File: src/rtl/poison_pkg.sv
package poison_pkg;

    typedef struct packed {
        logic valid;
        logic spec;
        logic store;
        logic term;
        logic rd_a;
        logic rd_b;
        logic wr;
    } iss_flags_t;

    typedef enum logic [1:0] {
        CTX_NONE    = 2'd0,
        CTX_SAVE    = 2'd1,
        CTX_RESTORE = 2'd2
    } ctx_op_e;

    // Restore outranks save; either outranks an issue update.
    function automatic ctx_op_e decode_ctx(input logic save, input logic restore);
        if (restore)   return CTX_RESTORE;
        else if (save) return CTX_SAVE;
        else           return CTX_NONE;
    endfunction

    // Stores never behave speculatively.
    function automatic logic treat_spec(input iss_flags_t f);
        return f.spec && !f.store;
    endfunction

endpackage

File: src/rtl/poison_src_check.sv
module poison_src_check
    import poison_pkg::*;
#(
    parameter int NUM_REGS = 32,
    localparam int IDX_W = $clog2(NUM_REGS)
) (
    input  logic [NUM_REGS-1:0] cur_bits,
    input  iss_flags_t          flags,
    input  logic [IDX_W-1:0]    src_a,
    input  logic [IDX_W-1:0]    src_b,
    output logic                src_hit,
    output logic                fault,
    output logic [IDX_W-1:0]    fault_reg
);
    logic hit_a;
    logic hit_b;

    always_comb begin
        hit_a   = flags.rd_a && cur_bits[src_a];
        hit_b   = flags.rd_b && cur_bits[src_b];
        src_hit = hit_a || hit_b;
        fault   = flags.valid && !treat_spec(flags) && src_hit;
        if (!fault)     fault_reg = '0;
        else if (hit_a) fault_reg = src_a;
        else            fault_reg = src_b;
    end
endmodule

File: src/rtl/poison_next.sv
module poison_next
    import poison_pkg::*;
#(
    parameter int NUM_REGS = 32,
    localparam int IDX_W = $clog2(NUM_REGS)
) (
    input  logic [NUM_REGS-1:0] cur_bits,
    input  iss_flags_t          flags,
    input  logic [IDX_W-1:0]    dst,
    input  logic                src_hit,
    input  logic                fault,
    input  ctx_op_e             ctx,
    input  logic [NUM_REGS-1:0] restore_bits,
    output logic [NUM_REGS-1:0] nxt_bits
);
    logic wr_here_any;

    assign wr_here_any = flags.valid && flags.wr && !flags.store;

    for (genvar i = 0; i < NUM_REGS; i++) begin : g_bit
        if (i == 0) begin : g_zero
            assign nxt_bits[i] = 1'b0;
        end else begin : g_live
            logic b;
            always_comb begin
                b = cur_bits[i];
                if (ctx == CTX_RESTORE) begin
                    b = restore_bits[i];
                end else if (ctx == CTX_SAVE) begin
                    b = 1'b0;
                end else if (wr_here_any && dst == IDX_W'(i)) begin
                    if (treat_spec(flags))
                        b = flags.term || src_hit;
                    else if (!fault && !flags.term)
                        b = 1'b0;
                end
            end
            assign nxt_bits[i] = b;
        end
    end
endmodule

File: src/rtl/poison_tracker.sv
module poison_tracker
    import poison_pkg::*;
#(
    parameter int NUM_REGS = 32,
    localparam int IDX_W = $clog2(NUM_REGS)
) (
    input  logic                clk,
    input  logic                rst,
    input  logic                iss_valid,
    input  logic                iss_spec,
    input  logic                iss_store,
    input  logic                iss_term,
    input  logic                iss_rd_a_en,
    input  logic [IDX_W-1:0]    iss_src_a,
    input  logic                iss_rd_b_en,
    input  logic [IDX_W-1:0]    iss_src_b,
    input  logic                iss_wr_en,
    input  logic [IDX_W-1:0]    iss_dst,
    input  logic                ctx_save,
    input  logic                ctx_restore,
    input  logic [NUM_REGS-1:0] ctx_restore_bits,
    output logic [NUM_REGS-1:0] poison_bits,
    output logic                fault,
    output logic [IDX_W-1:0]    fault_reg
);
    iss_flags_t          flags;
    ctx_op_e             ctx;
    logic                src_hit;
    logic [NUM_REGS-1:0] nxt_bits;
    logic [NUM_REGS-1:0] state_q;

    always_comb begin
        flags.valid = iss_valid;
        flags.spec  = iss_spec;
        flags.store = iss_store;
        flags.term  = iss_term;
        flags.rd_a  = iss_rd_a_en;
        flags.rd_b  = iss_rd_b_en;
        flags.wr    = iss_wr_en;
        ctx         = decode_ctx(ctx_save, ctx_restore);
    end

    poison_src_check #(.NUM_REGS(NUM_REGS)) u_check (
        .cur_bits  (state_q),
        .flags     (flags),
        .src_a     (iss_src_a),
        .src_b     (iss_src_b),
        .src_hit   (src_hit),
        .fault     (fault),
        .fault_reg (fault_reg)
    );

    poison_next #(.NUM_REGS(NUM_REGS)) u_next (
        .cur_bits     (state_q),
        .flags        (flags),
        .dst          (iss_dst),
        .src_hit      (src_hit),
        .fault        (fault),
        .ctx          (ctx),
        .restore_bits (ctx_restore_bits),
        .nxt_bits     (nxt_bits)
    );

    always_ff @(posedge clk) begin
        if (rst) state_q <= '0;
        else     state_q <= nxt_bits;
    end

    assign poison_bits = state_q;
endmodule

File: config.mk
export PLATFORM = sky130hd
export DESIGN_NAME = poison_tracker
export DESIGN_NICKNAME = d
export VERILOG_FILES = /design/src/rtl/poison_pkg.sv /design/src/rtl/poison_src_check.sv /design/src/rtl/poison_next.sv /design/src/rtl/poison_tracker.sv
export SDC_FILE = /design/constraint.sdc
export NUM_CORES = 1
export LEC_CHECK = 0
export BUFFER_PORTS_ARGS = -buffer_cell sky130_fd_sc_hd__buf_2
export CAP_MARGIN = 0
export CORE_MARGIN = 2
export CORE_UTILIZATION = 45
export CTS_CLUSTER_DIAMETER = 80
export CTS_CLUSTER_SIZE = 30
export DETAILED_ROUTE_END_ITERATION = 12
export GPL_TIMING_DRIVEN = 0
export PLACE_DENSITY = 0.83
export RECOVER_POWER = 25
export SYNTH_ARGS = -nofsm -noshare
export SYNTH_HDL_FRONTEND = slang
export SYNTH_SLANG_ARGS = --single-unit
File: constraint.sdc
create_clock -name clk -period 3.1 [get_ports clk]
set_input_delay 0.62 -clock clk [delete_from_list [all_inputs] [get_ports clk]]
set_output_delay 0.62 -clock clk [all_outputs]
set_load 0.05 [all_outputs]
==> metrics.cfg <==
[timing]
final-hold-violation-count = 0
finalCritPeriodShare_pct = 107.3
timing_max_transition_violations_final = 0
period_minus_slack_ns = 3.327
timing.final.setup_violations = 6
grt_setup_unrepaired = yes
finalClockSkew_ns = 0.007387
post-route-worst-setup-slack_ns = -0.2271
highest_clock_rate_mhz = 300.6
worst_slew_margin_rel_pct = 59.68
worst_pin_slew_ns = 0.6035
final.hold.worst_slack_ns = 0.5681

[drt]
wl_per_cell_um = 20.09
initialDrtViolationCount = 385
route.detailed.vias_per_inst = 6.449
drtPass1Iterations = 5
final_antenna_net_count = 0
route.detailed.drc = 0
routed_wl_um = 9766
routed-via-count = 3134

[die]
io-pin-count = 96
rows = 27
chipWidth_um = 79.13
floorplan.die.height_um = 79.13
initial_core_util_pct = 46.41
placeableCoreArea_um2 = 5473
die_area_um2 = 6262

[clock_tree]
clock_sinks = 31
h_tree_level_count = 2
cts_hold_repair.buffers = 0
cts_tree = built
cts_buffers = 5
worst_setup_hold_path_clk_slew_ns = 0.06
worst_skew_pair.late_latency_ns = 0.29
clockBufferDepth = 2
cts_root_buf = sky130_fd_sc_hd__clkbuf_8

[finish]
final_stage_net_count = 471
largest_register_ff_count = 31
final_cell_area_um2 = 3481
num_antenna_cells = 0
layout.cells.most_common_list = sky130_fd_sc_hd__buf_2, sky130_fd_sc_hd__nand2_1, sky130_fd_sc_hd__clkbuf_1, sky130_fd_sc_hd__o21ai_0
fraction_of_layout_instances_using_a_drive_strength_above_1_pct = 36.23
num-fill-cells = 481
commonest_non_fill_non_tap_cell_in_the_layout = sky130_fd_sc_hd__buf_2
synthToLayoutAreaGrowth_pct = 37.04

[global_routing]
wire_length_of_the_first_global_routing_pass_um = 14900
grt-ovfl-total = 0
grt_start_max_net_pins = 11
first_global_vias = 2791
global_route.usage.total_pct = 30.95
antenna_found_initial = 0

[worst_setup_path]
reg2reg_setup_slack_ns = 0.47
reg2reg_end = poison_bits[31]
cp-end-kind = output pin
worstSetupStartpointType = input port
crit_path_max_fanout = 5
timing.critical_path.arrival_ns = 2.71
critPathRequiredTime_ns = 2.48
timing_worst_setup_path_type = input port to output pin
worst_reg2reg_path_startpoint = poison_bits[6]
reg2regPathDepth = 10

[status]
failed_checks = setup timing
status = complete, but fails checks

[pwr]
p_leak_nw = 1.369
power_density_nw_per_um2 = 389.6
vdd_ir_drop_max_mv = 0.3362

[worst_hold_path]
hold_path.startpoint = poison_bits[29]
min_to = poison_bits[29]
min_path_cells = 1
hold_class = flip-flop to flip-flop

[yosys]
post_synth_instance_area_um2 = 2540
post-synth-top-area-fraction_pct = 24.43
syn-instance-count = 307
synth_area_leaders = sky130_fd_sc_hd__dfxtp_1, sky130_fd_sc_hd__nand2_1, sky130_fd_sc_hd__o32a_1
mappedNetlistNets = 365
synth_warnings = 0
ff_latch_count_synth = 31
synth.lib_cells_used.distinct = 35
synth_area_per_cell_um2 = 8.273
synth_largest_area_cell = sky130_fd_sc_hd__dfxtp_1
synth_seq_area_share_pct = 24.43

[place]
routabilityCongestion = 0.9637
dpl-instance-area_um2 = 3122
place.detailed.hpwl_um = 6716
numPortBuffers = 88
preCtsSetupSlack_ns = -0.5555

[run]
maxCapViolCount = 0

## routing by layer
metal  part of all wire (%)  up-vias  global-route usage [%]
met5                      0        -                       0
met3                    9.3       49                   4.205
met1                     40     1454                   42.05
met2                     45      241                   47.54
met4                    5.8        0                   16.72
li1                       -     1390                       -
## critical path: stages
cell and delay (ns):
sky130_fd_sc_hd__buf_12 0.09, sky130_fd_sc_hd__buf_12 0.12, sky130_fd_sc_hd__mux4_2 0.53, sky130_fd_sc_hd__mux2i_1 0.21, sky130_fd_sc_hd__o22ai_2 0.12, sky130_fd_sc_hd__o31ai_4 0.26, sky130_fd_sc_hd__buf_6 0.15, sky130_fd_sc_hd__buf_12 0.13
sky130_fd_sc_hd__mux2i_4 0.25, sky130_fd_sc_hd__nor2b_4 0.06, sky130_fd_sc_hd__buf_6 0.15
## synthesized netlist by cell type
| library cell | instances |
|---|---|
| sky130_fd_sc_hd__nor3b_1 | 2 |
| sky130_fd_sc_hd__inv_1 | 1 |
| sky130_fd_sc_hd__conb_1 | 1 |
| sky130_fd_sc_hd__o31ai_4 | 1 |
| sky130_fd_sc_hd__nor4_1 | 1 |
| sky130_fd_sc_hd__nor4b_1 | 2 |
| sky130_fd_sc_hd__mux4_1 | 6 |
| sky130_fd_sc_hd__mux2i_1 | 12 |
| sky130_fd_sc_hd__nor2b_1 | 11 |
| sky130_fd_sc_hd__o21ai_0 | 32 |
| sky130_fd_sc_hd__o32a_2 | 13 |
| sky130_fd_sc_hd__o21a_1 | 2 |
| sky130_fd_sc_hd__a21oi_4 | 1 |
| sky130_fd_sc_hd__o22ai_1 | 3 |
| sky130_fd_sc_hd__clkbuf_2 | 1 |
| sky130_fd_sc_hd__or2_2 | 2 |
| sky130_fd_sc_hd__a22oi_2 | 1 |
| sky130_fd_sc_hd__nand2_1 | 48 |
| sky130_fd_sc_hd__nand2b_1 | 8 |
| sky130_fd_sc_hd__buf_6 | 6 |
| sky130_fd_sc_hd__nor2_1 | 7 |
| sky130_fd_sc_hd__o32a_1 | 17 |
| sky130_fd_sc_hd__nor3_1 | 29 |
| sky130_fd_sc_hd__buf_2 | 3 |
| sky130_fd_sc_hd__mux2_2 | 3 |
| sky130_fd_sc_hd__clkbuf_1 | 16 |
| sky130_fd_sc_hd__o41ai_2 | 1 |
| sky130_fd_sc_hd__mux4_2 | 6 |
| sky130_fd_sc_hd__a221oi_1 | 1 |
| sky130_fd_sc_hd__dfxtp_1 | 31 |
| sky130_fd_sc_hd__a21oi_1 | 31 |
| sky130_fd_sc_hd__buf_4 | 2 |
| sky130_fd_sc_hd__nand3_1 | 3 |
| sky130_fd_sc_hd__a211oi_1 | 2 |
| sky130_fd_sc_hd__nor3_2 | 1 |
## where the power goes
group / internal (W) / switching (W) / total, W
registers: 0.000435 / 0.0000476 / 0.000482
logic: 0.000217 / 0.000341 / 0.000558
clock network: 0.000157 / 0.000158 / 0.000315
## worst max-delay path by stage
stage / from / end / slack [ns] / depth (start not counted)
floorplan: iss_src_a[0] / fault_reg[0] / -0.03 / 8
global placement: iss_src_a[2] / fault_reg[0] / -0.56 / 9
detailed placement: iss_src_a[2] / fault_reg[1] / -0.56 / 9
CTS: iss_src_a[0] / fault_reg[3] / -0.09 / 10
global route: iss_src_a[0] / fault_reg[4] / -0.27 / 11
finish: iss_src_a[0] / fault_reg[4] / -0.23 / 11
## kinds of logic after synthesis
group                  after synthesis  share of synthesized area, %
multiplexers                        27                         17.59
flip-flops                          31                         24.43
AO/OA/AOI/OAI                      105                         29.75
AND/OR/NAND/NOR                    114                         21.53
other                                1                        0.1476
buffers and inverters               29                         6.551
## cell type report
cell class | count | area, µm² | area share (%)
timing repair buffer | 99 | 610.6 | 17.54
buffer | 28 | 188.9 | 5.428
sequential | 31 | 620.6 | 17.83
clock inverter | 1 | 5.005 | 0.1438
tap | 72 | 90.09 | 2.588
multi-input combinational | 247 | 1886 | 54.17
clock buffer | 7 | 76.32 | 2.193
inverter | 1 | 3.754 | 0.1078
## repair_timing
item | in CTS | in global routing
setup buffers | 9 | 2
resized for setup | 37 | 5
cloned | 1 | 0
endpoints found under the setup margin | 6 | 6
pin swaps | 5 | 1
## stage by stage
stage / total power, W / std cells / util, % / TNS, ns
4_1_cts: 0.001333 / 484 / 63.33 / -0.4118
3_3_place_gp: 0.0009701 / 467 / 57.04 / -3.576
3_5_place_dp: 0.0009772 / 467 / 57.04 / -3.555
2_1_floorplan: 0.0008316 / 307 / - / -0.1627
5_1_grt: 0.001403 / 486 / 63.60 / -1.374
6_report: 0.001356 / 486 / 63.60 / -1.099
Note: power is estimated with default switching activity, not from simulation.
